<file path="src/rtl/burst_seq_pkg.sv">
package burst_seq_pkg;
  typedef enum logic [2:0] {
    BLC_1    = 3'd0,
    BLC_2    = 3'd1,
    BLC_4    = 3'd2,
    BLC_8    = 3'd3,
    BLC_PAGE = 3'd7
  } blen_code_e;

  typedef enum logic {
    ORD_LINEAR = 1'b0,
    ORD_XOR    = 1'b1
  } order_e;
endpackage

</file>
<file path="src/rtl/burst_len_decode.sv">
module burst_len_decode
  import burst_seq_pkg::*;
#(
  parameter int COL_W = 8
) (
  input  logic [2:0]       bl_i,
  input  logic             brsw_i,
  input  logic             wr_i,
  output logic [COL_W-1:0] mask_o,
  output logic             full_o
);
  localparam logic [COL_W-1:0] PAGE_MASK = '1;

  logic single;
  logic [COL_W-1:0] mask_raw;

  assign single = brsw_i & wr_i;

  always_comb begin
    mask_raw = '0;
    case (bl_i)
      BLC_2:    mask_raw = COL_W'(1);
      BLC_4:    mask_raw = COL_W'(3);
      BLC_8:    mask_raw = COL_W'(7);
      BLC_PAGE: mask_raw = PAGE_MASK;
      default:  mask_raw = '0;
    endcase
  end

  assign mask_o = single ? '0 : mask_raw;
  assign full_o = !single && (bl_i == BLC_PAGE);
endmodule

</file>
<file path="src/rtl/col_addr_gen.sv">
module col_addr_gen #(
  parameter int COL_W = 8
) (
  input  logic [COL_W-1:0] base_i,
  input  logic [COL_W-1:0] beat_i,
  input  logic [COL_W-1:0] mask_i,
  input  logic             full_i,
  input  logic             ilv_i,
  output logic [COL_W-1:0] col_o
);
  logic [COL_W-1:0] sum;
  logic [COL_W-1:0] lin;
  logic [COL_W-1:0] xr;

  assign sum = base_i + beat_i;
  // full page: mask is all ones, so lin degenerates to base + beat mod 2^COL_W
  assign lin = (base_i & ~mask_i) | (sum & mask_i);
  assign xr  = base_i ^ (beat_i & mask_i);

  always_comb begin
    if (full_i || !ilv_i) col_o = lin;
    else                  col_o = xr;
  end
endmodule

</file>
<file path="src/rtl/beat_ctrl.sv">
module beat_ctrl #(
  parameter int COL_W = 8
) (
  input  logic             clk_i,
  input  logic             rst_ni,
  input  logic             start_i,
  input  logic             stop_i,
  input  logic [COL_W-1:0] col_i,
  input  logic [COL_W-1:0] mask_i,
  input  logic             full_i,
  input  logic             ilv_i,
  output logic             active_o,
  output logic [COL_W-1:0] base_o,
  output logic [COL_W-1:0] mask_o,
  output logic             full_o,
  output logic             ilv_o,
  output logic [COL_W-1:0] beat_o,
  output logic             last_o
);
  localparam logic [COL_W-1:0] ONE = COL_W'(1);

  logic             active_q;
  logic [COL_W-1:0] base_q, mask_q, beat_q;
  logic             full_q, ilv_q;

  assign last_o = active_q && !full_q && (beat_q == mask_q);

  always_ff @(posedge clk_i or negedge rst_ni) begin
    if (!rst_ni) begin
      active_q <= 1'b0;
      base_q   <= '0;
      mask_q   <= '0;
      beat_q   <= '0;
      full_q   <= 1'b0;
      ilv_q    <= 1'b0;
    end else if (start_i) begin
      active_q <= 1'b1;
      base_q   <= col_i;
      mask_q   <= mask_i;
      full_q   <= full_i;
      ilv_q    <= ilv_i;
      beat_q   <= '0;
    end else if (active_q) begin
      if (stop_i || last_o) active_q <= 1'b0;
      else                  beat_q   <= beat_q + ONE;
    end
  end

  assign active_o = active_q;
  assign base_o   = base_q;
  assign mask_o   = mask_q;
  assign full_o   = full_q;
  assign ilv_o    = ilv_q;
  assign beat_o   = beat_q;

  AST_START_RESTARTS: assert property (@(posedge clk_i) disable iff (!rst_ni)
    start_i |=> active_q && (beat_q == '0));
  AST_STOP_ENDS: assert property (@(posedge clk_i) disable iff (!rst_ni)
    active_q && stop_i && !start_i |=> !active_q);
  AST_LAST_ENDS: assert property (@(posedge clk_i) disable iff (!rst_ni)
    last_o && !start_i |=> !active_q);
  AST_BEAT_STEP: assert property (@(posedge clk_i) disable iff (!rst_ni)
    active_q && !start_i && !stop_i && !last_o |=> active_q && (beat_q == $past(beat_q) + ONE));
  AST_HOLD_MODE: assert property (@(posedge clk_i) disable iff (!rst_ni)
    active_q && !start_i |=> $stable(base_q) && $stable(mask_q) && $stable(ilv_q));
endmodule

</file>
<file path="src/rtl/burst_col_seq.sv">
module burst_col_seq
  import burst_seq_pkg::*;
#(
  parameter int COL_W = 8
) (
  input  logic             clk_i,
  input  logic             rst_ni,
  input  logic             start_i,
  input  logic             wr_i,
  input  logic [COL_W-1:0] col_i,
  input  logic [2:0]       bl_i,
  input  logic             bt_i,
  input  logic             brsw_i,
  input  logic             stop_i,
  output logic [COL_W-1:0] col_o,
  output logic             valid_o,
  output logic             last_o
);
  localparam logic [COL_W-1:0] ONE = COL_W'(1);

  logic [COL_W-1:0] dec_mask;
  logic             dec_full;
  logic             active;
  logic [COL_W-1:0] base, mask, beat;
  logic             full, ilv, last;

  burst_len_decode #(.COL_W(COL_W)) u_dec (
    .bl_i   (bl_i),
    .brsw_i (brsw_i),
    .wr_i   (wr_i),
    .mask_o (dec_mask),
    .full_o (dec_full)
  );

  beat_ctrl #(.COL_W(COL_W)) u_ctrl (
    .clk_i    (clk_i),
    .rst_ni   (rst_ni),
    .start_i  (start_i),
    .stop_i   (stop_i),
    .col_i    (col_i),
    .mask_i   (dec_mask),
    .full_i   (dec_full),
    .ilv_i    (bt_i),
    .active_o (active),
    .base_o   (base),
    .mask_o   (mask),
    .full_o   (full),
    .ilv_o    (ilv),
    .beat_o   (beat),
    .last_o   (last)
  );

  col_addr_gen #(.COL_W(COL_W)) u_addr (
    .base_i (base),
    .beat_i (beat),
    .mask_i (mask),
    .full_i (full),
    .ilv_i  (ilv),
    .col_o  (col_o)
  );

  assign valid_o = active;
  assign last_o  = last;

  AST_FIRST_BEAT: assert property (@(posedge clk_i) disable iff (!rst_ni)
    start_i |=> valid_o && (col_o == $past(col_i)));
  AST_LAST_VALID: assert property (@(posedge clk_i) disable iff (!rst_ni)
    last_o |-> valid_o);
  AST_BLOCK_UPPER: assert property (@(posedge clk_i) disable iff (!rst_ni)
    valid_o && !full |-> ((col_o ^ base) & ~mask) == '0);
  AST_PAGE_STEP: assert property (@(posedge clk_i) disable iff (!rst_ni)
    valid_o && full && !start_i && !stop_i |=> valid_o && (col_o == $past(col_o) + ONE));
  AST_PAGE_NO_LAST: assert property (@(posedge clk_i) disable iff (!rst_ni)
    valid_o && full |-> !last_o);
endmodule

</file>
<file path="config.mk">
export PLATFORM = sky130hd
export DESIGN_NAME = burst_col_seq
export DESIGN_NICKNAME = d
export VERILOG_FILES = /design/src/rtl/burst_seq_pkg.sv /design/src/rtl/burst_len_decode.sv /design/src/rtl/col_addr_gen.sv /design/src/rtl/beat_ctrl.sv /design/src/rtl/burst_col_seq.sv
export SDC_FILE = /design/constraint.sdc
export NUM_CORES = 1
export LEC_CHECK = 0
export ABC_CLOCK_PERIOD_IN_PS = 1750
export BUFFER_PORTS_ARGS = -buffer_cell sky130_fd_sc_hd__buf_2
export CORE_ASPECT_RATIO = 1.25
export CORE_MARGIN = 4
export CORE_UTILIZATION = 32
export CTS_CLUSTER_DIAMETER = 200
export CTS_CLUSTER_SIZE = 20
export DETAILED_ROUTE_END_ITERATION = 16
export GPL_ROUTABILITY_DRIVEN = 0
export MAX_ROUTING_LAYER = met4
export SETUP_SLACK_MARGIN = 0.3
export SYNTH_ARGS = -nofsm -noshare
export SYNTH_HDL_FRONTEND = slang
export SYNTH_HIERARCHICAL = 1
export SYNTH_SLANG_ARGS = --single-unit
export TNS_END_PERCENT = 50
</file>
<file path="constraint.sdc">
create_clock -name clk_i -period 1.75 [get_ports clk_i]
set_clock_uncertainty 0.1 [all_clocks]
set_input_delay 0.0875 -clock clk_i [delete_from_list [all_inputs] [get_ports clk_i]]
set_output_delay 0.0875 -clock clk_i [all_outputs]
set_load 0.02 [all_outputs]
</file>
==> impl.org, run 1 <==
** Outcome
- The run finished, with violations left.
- Violated checks :: negative setup slack

** Finish
- In the final layout, the share of cells above drive strength 1 is 58.0%.
- Top library cells by usage in the layout, fill and taps aside :: 51 x buf_4, 22 x dfrtp_1, 19 x buf_2, 19 x mux2_2, 11 x nand3_1
- FF/Latch Area :: 682 µm²
- Fill count :: 484
- Antenna cell count :: 0
- For this run, the post-layout net count is 297.
- Commonest non-fill, non-tap cell in the layout :: buf_4
- In the final layout, the multi-input gates occupy 1380 µm².
- Synth-to-Final Area Change :: 59.9%
- Finished Core Util :: 53.3%

** Timing
- Number of hold violations in the final report :: 0
- Share of the cycle needed by the critical path after routing :: 128%
- Adding up every negative setup slack in the final design gives -3530 ps.
- Setup violations remaining at the end of the flow were counted as 18.
- Slew at the pin closest to its max-slew limit :: 631 ps
- Setup slack on the critical path of the routed design comes to -493 ps.
- Final max-slew violation count :: 0
- The smallest clock period supported by the final layout is computed as 2240 ps.
- Setup repair after global routing could not meet its margin everywhere.
- Based on the critical path, the design can be clocked at up to 446 MHz.
- Hold is met by 131 ps.
- Measured against its own limit, the worst slew margin works out to 58.0%.

** Yosys
- Area share of the largest cell type after synthesis :: 37.0%
- Post-synthesis cell count :: 183
- Sequential cells were found to cover 37.0% of the synthesized design area.
- Yosys cell types :: 47
- Among all flip-flop cells after synthesis, the most frequent one is dfrtp_1.
- In this run the cell area of the synthesized design comes to 1830 µm².
- Leading cell types by total area after synthesis :: dfrtp_1 37%, mux2_2 12%, xnor2_1 5.7%
- The largest total area in the synthesized netlist belongs to dfrtp_1.
- Syn nets :: 210
- For this run, the number of Yosys warnings is 6.
- Of all flip-flops after synthesis, the portion carrying an async set or reset was 100%.
- Counting flops with a built-in enable in the synthesized netlist gives 0.
- Counting flops and latches in the post-synthesis netlist gives 27.
- Mean area per synthesized cell :: 9.99 µm²

** Detailed routing
- The detailed router placed 1702 vias in this run.
- Detailed router's first-iteration violation count :: 48
- Dividing the detail-routed via count by the number of cells gives 5.11.
- Per-cell routed wire length :: 14.1 µm
- Antenna-violating nets left :: 0
- DRC :: 0
- First-pass iteration count of the detailed router :: 4
- The final layout contains routed wiring with a total length of 4710 µm.

** Setup path
- Reg2Reg Depth :: 8
- For the worst setup path, the data arrival time is 2060 ps.
- The worst setup path is captured at an output port.
- The endpoint identified for the worst register-to-register timing path is u_ctrl/beat_o[5]$_DFFE_PN0P_.
- The worst register-to-register path begins at u_ctrl/beat_o[1]$_DFFE_PN0P_.
- Classification of the worst setup path :: reg -> out
- Launching element type of the critical path :: flip-flop
- Critical Path RT :: 1560 ps
- Minimum setup slack among reg-to-reg paths :: -210 ps
- In this run the worst path has a maximum fanout of 4.

** Floorplanning
- Measured along the y axis, the die boundary spans 92.5 µm.
- After floorplanning, the core was divided into 30 placement rows.
- The floorplan step defined a die boundary enclosing 6990 µm².
- Ports placed on the boundary :: 28
- Starting density of the core :: 33.4%
- Measured along the x axis, the die boundary spans 75.6 µm.
- Core ar. :: 5480 µm²

** Power and ir drop
- Cell leakage power :: 1.25 nW
- Net switching power :: 590 µW
- Pwr/cell area :: 621 nW/µm²
- Peak supply drop :: 0.329 mV
- Internal power :: 1.22 mW
- Seq pwr share :: 39.4%
- In this run, the combinational gates consume 40.0% of the power.
- Of the total power, the share spent switching nets is 32.5%.
- Clock power share :: 20.6%

** Hold path
- The worst hold path begins at bl_i[1].
- For hold timing, the worst endpoint is u_ctrl/mask_o[2]$_DFFE_PN0P_.
- In this run the worst hold path is classified as in -> reg.
- Worst hold path cell count :: 3

** Clock network
- TritonCTS clock tree :: built
- Total clock sinks :: 27
- For the worst-skew pair, the clock arrives at the later sink with an insertion delay of 280 ps.
- The clock passes through at most 2 buffers.
- CTS built an H-tree with a depth of 1.
- Total clock buffers created by CTS :: 3
- After clock tree synthesis, the clock-pin slew on the worst setup and hold paths is 90 ps.
- Clock root buffer :: clkbuf_8

** Placed design
- Post-Place Setup Slack :: -222 ps
- Detailed placement finished with a half-perimeter wire length of 3540 µm.
- Port buffering added 27 buffers.

** GRT
- GRT Total Usage :: 15.4%
- The initial antenna violation count was 0.
- Entering global routing, the biggest net connects 28 pins.
- Global-route wire length before repair :: 8110 µm
- The number of global-route vias before repair is 1723.
- Overflow left after global routing :: 0

** Job
- Max-cap violations :: 0
worst max-delay path by stage:
stage | start | end
after CTS | u_ctrl/beat_o[4]$_DFFE_PN0P_ | col_o[7]
final | u_ctrl/beat_o[1]$_DFFE_PN0P_ | col_o[7]
after global placement | u_ctrl/base_o[4]$_DFFE_PN0P_ | col_o[7]
after detailed placement | u_ctrl/beat_o[2]$_DFFE_PN0P_ | col_o[7]
after global routing | u_ctrl/beat_o[4]$_DFFE_PN0P_ | col_o[7]
after floorplan | u_ctrl/beat_o[3]$_DFFE_PN0P_ | col_o[7]
power by group through the flow:
stage | registers (mW) | logic, mW | clock network [mW]
final | 0.715 | 0.726 | 0.373
after floorplan | 0.732 | 0.318 | 0
after CTS | 0.715 | 0.682 | 0.385
after global routing | 0.722 | 0.792 | 0.407
after detailed placement | 0.725 | 0.566 | 0
after global placement | 0.724 | 0.556 | 0
cell families after synthesis:
kind of cell,Yosys count,share of synthesized area (%)
compound gates,46,16.5
xor+xnor,15,7.19
fa+ha+maj,9,6.57
buf+inv,16,4.18
flops,27,37.0
mux,20,12.3
simple gates,50,16.4
area by class of cell:
class                           count  area share [%]
Clock buffer                        4            1.54
Tap cell                           64            2.74
Inverter                            7           0.899
Sequential cell                    27            23.3
Timing Repair Buffer               91            24.3
Multi-Input combinational cell    140            47.2
cell usage after synthesis (all sizes together) (2+ instances only):
cell type  count
xor2           3
o21ai         16
o31ai          3
and4           2
o21a           5
nand2          3
nor2           9
inv            7
buf            5
nand4          2
dfrtp         27
nor3           3
or4            2
nand2b         2
clkbuf         4
a21oi         12
xnor2         12
nand3         12
ha             8
nor2b          4
mux2          19
or3            3
layer usage:
layer / up-vias / routed length, µm / GRT usage [%]
li1: 844 / - / -
met1: 831 / 2060 / 20.2
met2: 21 / 2430 / 25.0
met3: 6 / 135 / 0.977
met4: 0 / 73 / 4.81
met5: - / 0 / -
registers in the layout (all words and copies together) (netlist names):
name and cells:
u_ctrl/mask_o 8, u_ctrl/beat_o 8, u_ctrl/active_o 1, u_ctrl/full_o 1, u_ctrl/ilv_o 1, u_ctrl/base_o 8
critical path, cell delays in order, from the launching register on:
cell and delay, ps:
dfrtp_2 460, ha_4 280, a211oi_2 70, o211a_1 260, o31a_1 260, o21ai_2 170, xnor2_2 130, buf_4 150
repair_timing:
action                                  in CTS  in global routing
resized for setup                           42                 14
endpoints found under the hold margin       36                  0
buffers inserted                             4                  3
hold buffers                                10                  0
endpoints found under the setup margin      18                 18
pin swaps                                   24                 10
per-stage QoR:
stage,area [µm²],cells,power [mW]
2_1_floorplan,1950,183,1.05
3_3_place_gp,2480,312,1.28
3_5_place_dp,2480,312,1.29
4_1_cts,2840,330,1.78
5_1_grt,2920,333,1.92
6_report,2920,333,1.81
No activity file was read; power rests on OpenSTA's default activity.
==> inputs of run 2 (changes only) <==
Settings changed: CORE_UTILIZATION 32 to 51, PLACE_DENSITY_LB_ADDON set to 0.25.
==> impl.org, run 2 (same netlist as run 1, synthesis figures left out) <==
** GRT
- Antenna violations before repair :: 0
- Across every metal layer, demand over resource in global routing totals 25.5%.
- Fraction of met1 tracks used by global routing :: 30.9%
- Vias in the first global route :: 1888
- After global routing, the most crowded layer is met2.
- For met2 alone, demand over resource in global routing was 43.7%.
- Overflow left after global routing :: 0
- The first global-routing pass estimated 8500 µm of wire.
- Met3 layer usage reported by global route :: 2.92%
- Largest net degree at the start of global routing :: 29

** Setup path
- Along the worst path, the maximum fanout reaches 4.
- Series of cell instances along the critical path :: ha_4, o211ai_1, o211a_1, o31a_1, o21ai_2, xnor2_2, buf_4
- STA classifies the critical path startpoint as a flip-flop.
- Classification of the worst setup path :: reg -> out
- Counting both buffers and inverters, the worst setup path holds a total of 1.
- Top cell family by delay on the critical path :: compound AO/OA/AOI/OAI gates
- Crit path max-delay cell type :: dfrtp_1
- Arrival time worst endpoint :: 2120 ps
- Critical Path RT :: 1560 ps
- STA classifies the critical path endpoint as an output port.
- Largest stage delay, worst path :: 440 ps

** Finish
- Multi-input gate area :: 1380 µm²
- Synth-to-Final Area Change :: 57.4%
- Top library cells by usage in the layout, fill and taps aside :: 48 x buf_4, 22 x dfrtp_1, 19 x buf_2, 19 x mux2_2, 12 x buf_6
- The sequential cells in the finished layout cover a total of 682 µm².
- Commonest non-fill, non-tap cell in the layout :: buf_4
- After filler insertion, the fill cell instance count of the layout stands at 181.
- The number of antenna diodes in the final layout is 0.
- Post-layout net count :: 295
- Fraction of final layout cells with drive strength greater than 1 :: 56.9%
- The finished layout holds 306 standard cells, fillers aside.

** Timing
- After layout, the worst path uses 132% of the clock period.
- Hold_ws :: 157 ps
- Finish-stage setup viols :: 18
- The hold violation total from the final report is 0.
- Summed negative setup slack over all endpoints :: -5010 ps
- For the pin with the worst max-slew slack, the measured transition is 661 ps.
- Final max-slew violation count :: 0
- The worst pin sits at a relative slew slack of 55.9%.
- Worst setup margin :: -555 ps
- Static timing analysis puts the maximum clock frequency at 434 MHz.
- Subtracting the final worst setup slack from the clock period gives 2300 ps.
- Setup repair after global routing could not meet its margin everywhere.

** Clock network
- Clock transition at the registers of the reported paths :: 100 ps
- TritonCTS built the clock tree.
- CTS built an H-tree with a depth of 1.
- Total clock buffers created by CTS :: 3
- The tree is rooted in a clkbuf_8.
- The clock passes through at most 2 buffers.
- The later pin in the worst-skew pair is clocked with a latency of 290 ps.
- The tree built by TritonCTS fans out to 27 sinks.

** Power and ir drop
- Pwr/cell area :: 633 nW/µm²
- For this design the static power due to leakage is 1.23 nW.
- VDD sags by at most 0.853 mV.
- After layout, the design draws a total of 1.82 mW.

** Job
- Max-cap violations :: 0

** Floorplanning
- Die extent in y :: 74.9 µm
- The die covers 4610 µm².
- Row count :: 24
- Measured along the x axis, the die boundary spans 61.6 µm.
- Starting density of the core :: 52.5%
- Ports placed on the boundary :: 28
- After floorplanning, the core was sized to cover 3480 µm².

** Placed design
- During placement, the flow inserted port buffers numbering 27.
- Summed over all nets, the half-perimeter wirelength after detailed placement is 3590 µm.
- Post-Place Setup Slack :: -216 ps
- Number of instances in the placed design :: 281

** Detailed routing
- The first detailed-routing pass took 4 iterations.
- Dividing the detail-routed via count by the number of cells gives 5.84.
- Per-cell routed wire length :: 18.5 µm
- Once detail routing completed, the nets flagged for antenna violations numbered 0.
- The detailed router finished its first iteration with 75 violations.
- DRC :: 0
- Total via count in the routed design :: 1786
- Detailed Route WL :: 5660 µm

** Outcome
- Violated checks :: negative setup slack
- The run finished, with violations left.

** Hold path
- Kind of path behind the tightest hold check :: in -> reg
## run 2: routing by layer
metal  up-vias  routed length (µm)
li1        831                   -
met1       887                2290
met4         0                 105
met2        56                3040
met5         -                   0
met3        12                 220
## run 2: per-stage QoR
stage	utilization, %	instance area [µm²]
after floorplan	-	1950
after global placement	68.7	2390
after detailed placement	68.7	2390
after CTS	78.2	2730
after global routing	82.6	2880
final	82.6	2880
## run 2: report_power, final
| group | internal (mW) | switching, mW | total [mW] |
|---|---|---|---|
| combinational | 0.372 | 0.351 | 0.723 |
| sequential | 0.668 | 0.0476 | 0.715 |
| clock | 0.161 | 0.222 | 0.383 |
## run 2: final timing paths
check                                             start                            to  slack (ps)  cells past startpoint
setup / recovery           u_ctrl/base_o[3]$_DFFE_PN0P_                      col_o[7]        -550                      7
hold / removal                                  bl_i[1]  u_ctrl/mask_o[2]$_DFFE_PN0P_         160                      3
setup reg to reg           u_ctrl/beat_o[5]$_DFFE_PN0P_  u_ctrl/beat_o[1]$_DFFE_PN0P_        -330                      6
hold reg to reg                u_ctrl/ilv_o$_DFFE_PN0P_      u_ctrl/ilv_o$_DFFE_PN0P_         460                      1
max in group asynchronous                        rst_ni  u_ctrl/beat_o[0]$_DFFE_PN0P_         830                      2
min in group asynchronous                        rst_ni  u_ctrl/base_o[5]$_DFFE_PN0P_         250                      2
## run 2: worst min-delay path: stages
cell and delay [ps]:
buf_2 120, and3_1 170, mux2_2 140
## run 2: repair_timing
item | 4_1_cts | 5_1_grt
resized for setup | 31 | 29
hold buffers | 10 | 0
setup buffers | 7 | 3
hold endpoints to repair | 36 | 0
pin swaps | 16 | 14
gates cloned | 0 | 1
setup endpoints to repair | 18 | 18
## run 2: final cells by class
| type | count | share of cell area (%) |
|---|---|---|
| Sequential cell | 27 | 23.7 |
| Multi-Input combinational cell | 140 | 48.1 |
| Timing Repair Buffer | 89 | 24.0 |
| Inverter | 7 | 0.913 |
| Tap cell | 39 | 1.70 |
| Clock inverter | 1 | 0.174 |
| Clock buffer | 3 | 1.44 |
==> inputs of run 3 (changes only) <==
Settings changed: ABC_CLOCK_PERIOD_IN_PS 1750 to 2100.
Clock period 1.75 ns to 2.1 ns, I/O delays scaled along.
==> impl.org, run 3 (same netlist as run 1, synthesis figures left out) <==
** Timing
- Slew at the pin closest to its max-slew limit :: 640 ps
- Setup violations remaining at the end of the flow were counted as 5.
- Maximum operating frequency :: 439 MHz
- Worst setup margin :: -178 ps
- Number of hold violations in the final report :: 0
- Final critical-path required period :: 2280 ps
- Measured against its own limit, the worst slew margin works out to 57.4%.
- The worst path uses 108% of the clock period.
- Final max-slew violation count :: 0
- Setup repair after global routing missed its margin :: yes

** Job
- Across the run, the number of max-cap violations was 0.

** Hold path
- Kind of path behind the tightest hold check :: in -> reg
- Worst hold path cell count :: 3
- Min-Delay Startpoint :: bl_i[1]
- The worst hold path terminates at u_ctrl/mask_o[2]$_DFFE_PN0P_.

** GRT
- Across every metal layer, demand over resource in global routing totals 22.7%.
- The first global-routing pass estimated 7650 µm of wire.
- Vias in the first global route :: 1662
- The initial antenna violation count was 0.
- The total overflow left after global routing is 0.
- Entering global routing, the biggest net connects 29 pins.

** Power and ir drop
- Internal power :: 926 µW
- In this run, the clock network consumes 22.1% of the power.
- Peak supply drop :: 0.526 mV
- Net switching fraction of the power :: 32.8%
- Final total power :: 1.38 mW
- In this run the power spent charging and discharging nets is 451 µW.
- Logic pwr share :: 34.2%
- For this design the ratio of total power to cell area is 552 nW/µm².
- Sequential cells burn 43.7% of the power.
- The analysis attributes to cell leakage a power of 1.04 nW.

** Clock network
- Total clock sinks :: 27
- Total clock buffers created by CTS :: 3
- TritonCTS clock tree :: built
- Clock transition at the registers of the reported paths :: 90 ps
- CTS built an H-tree with a depth of 1.
- Worst-case clock buffer depth :: 2
- The tree is rooted in a clkbuf_8.
- Clock latency on the worst-skew pair :: 280 ps

** Setup path
- In this run the critical register-to-register path is launched from u_ctrl/beat_o[1]$_DFFE_PN0P_.
- The setup path with the least slack is of type reg -> out.
- Of all nets on the critical path, the largest fanout is 5.
- Setup slack on the worst reg-to-reg path comes out at 110 ps.
- Element type at the critical path end :: output port
- The worst setup path is launched from a flip-flop.
- STA puts the critical path data arrival time at 2070 ps.
- Worst reg2reg path endpoint :: u_ctrl/beat_o[3]$_DFFE_PN0P_
- At the worst endpoint, the required time is 1890 ps.
- The number of cells on the worst reg-to-reg path is 7.

** Detailed routing
- Per-cell routed wire length :: 16.7 µm
- Detailed Route WL :: 4580 µm
- Via count normalized by instance count :: 6.08
- Total via count in the routed design :: 1672
- Antenna-violating nets left :: 0
- Detailed router's first-iteration violation count :: 94
- In the routed design, unresolved DRC markers number 0.
- The first TritonRoute pass finished after 6 iterations.

** Floorplanning
- Ports placed on the boundary :: 28
- The die is 74.9 µm tall.
- Die boundary width :: 61.6 µm
- Die Area :: 4610 µm²
- The floorplan has 24 rows.
- Core ar. :: 3480 µm²
- For this configuration, the core starts out at a cell density of 52.5%.

** Finish
- Synth-to-Final Area Change :: 36.6%
- Total non-filler cell area in the finished layout :: 2500 µm²
- Top library cells by usage in the layout, fill and taps aside :: 24 x buf_4, 21 x dfrtp_1, 20 x buf_2
- Fill count :: 267
- Commonest non-fill, non-tap cell in the layout :: buf_4
- The final layout contains 264 nets.
- The post-route netlist has 47.9% of its cells at a drive strength greater than 1.
- Antenna cell count :: 0

** Placed design
- After detailed placement, the total cell area comes to 2110 µm².
- The wire-length estimate of the detail-placed layout is 3190 µm.
- The count of buffers added on input and output ports is 27.

** Outcome
- Outcome :: complete, but fails checks
- Violated checks :: negative setup slack
[run 3: cell types whose count changed in the layout (fill, tap and decap cells not counted), sizes merged]
cell  previous run  this run
buf             79        48
[run 3: per-layer routing]
layer / share of wire [%] / track usage (%) / wire length [µm] / vias up
met5: 0 / - / 0 / -
met4: 3.4 / 9.20 / 158 / 0
met3: 4.4 / 3.95 / 202 / 21
met2: 50 / 35.7 / 2280 / 62
met1: 42 / 28.5 / 1940 / 814
li1: - / - / - / 775
[run 3: repair_timing]
item                                   CTS  global route
setup endpoints to repair               17            17
pin swaps                               21             8
hold buffers                            10             0
gates resized for setup                 23            14
endpoints found under the hold margin   36             0
buffers inserted                        13             2
[run 3: stage by stage]
stage | worst slack [ps] | util, % | cells | hold WS (ps) | TNS, ps
floorplan | 258 | - | 183 | -291 | 0
global placement | 100 | 60.7 | 246 | 49.4 | 0
detailed placement | 55.8 | 60.7 | 246 | 57.6 | 0
CTS | -178 | 69.9 | 273 | 146 | -437
global route | -276 | 71.7 | 275 | 167 | -946
finish | -178 | 71.7 | 275 | 145 | -455
[run 3: final cells by class]
| cell class | instances | area, µm² | area share, % |
|---|---|---|---|
| Multi-Input combinational cell | 140 | 1270 | 50.7 |
| Tap cell | 39 | 48.8 | 1.95 |
| Timing Repair Buffer | 58 | 425 | 17.0 |
| Clock inverter | 1 | 5.00 | 0.201 |
| Inverter | 7 | 26.3 | 1.05 |
| Clock buffer | 3 | 41.3 | 1.65 |
| Sequential cell | 27 | 683 | 27.4 |
[run 3: critical path, cell delays in order, from the launching register on]
cell and delay (ps):
dfrtp_2 460, ha_4 260, a211oi_4 250, o211a_1 230
buf_6 110, nor4_4 30, o21ai_2 180, xnor2_2 120
buf_4 150
[run 3: worst max path at each step]
stage / cells after the start / start / to / slack, ps
after floorplan: 6 / u_ctrl/beat_o[3]$_DFFE_PN0P_ / col_o[7] / 260
after global placement: 7 / u_ctrl/base_o[4]$_DFFE_PN0P_ / col_o[7] / 100
after detailed placement: 9 / u_ctrl/base_o[0]$_DFFE_PN0P_ / col_o[6] / 60
after CTS: 7 / u_ctrl/base_o[1]$_DFFE_PN0P_ / col_o[7] / -180
after global routing: 8 / u_ctrl/beat_o[1]$_DFFE_PN0P_ / col_o[7] / -280
final: 8 / u_ctrl/beat_o[1]$_DFFE_PN0P_ / col_o[7] / -180
[run 3: power by group through the flow]
| stage | Combinational, mW | Sequential (mW) | Clock [mW] |
|---|---|---|---|
| floorplan | 0.254 | 0.610 | 0 |
| global placement | 0.352 | 0.612 | 0 |
| detailed placement | 0.362 | 0.615 | 0 |
| CTS | 0.442 | 0.600 | 0.309 |
| global route | 0.512 | 0.608 | 0.325 |
| finish | 0.471 | 0.602 | 0.305 |
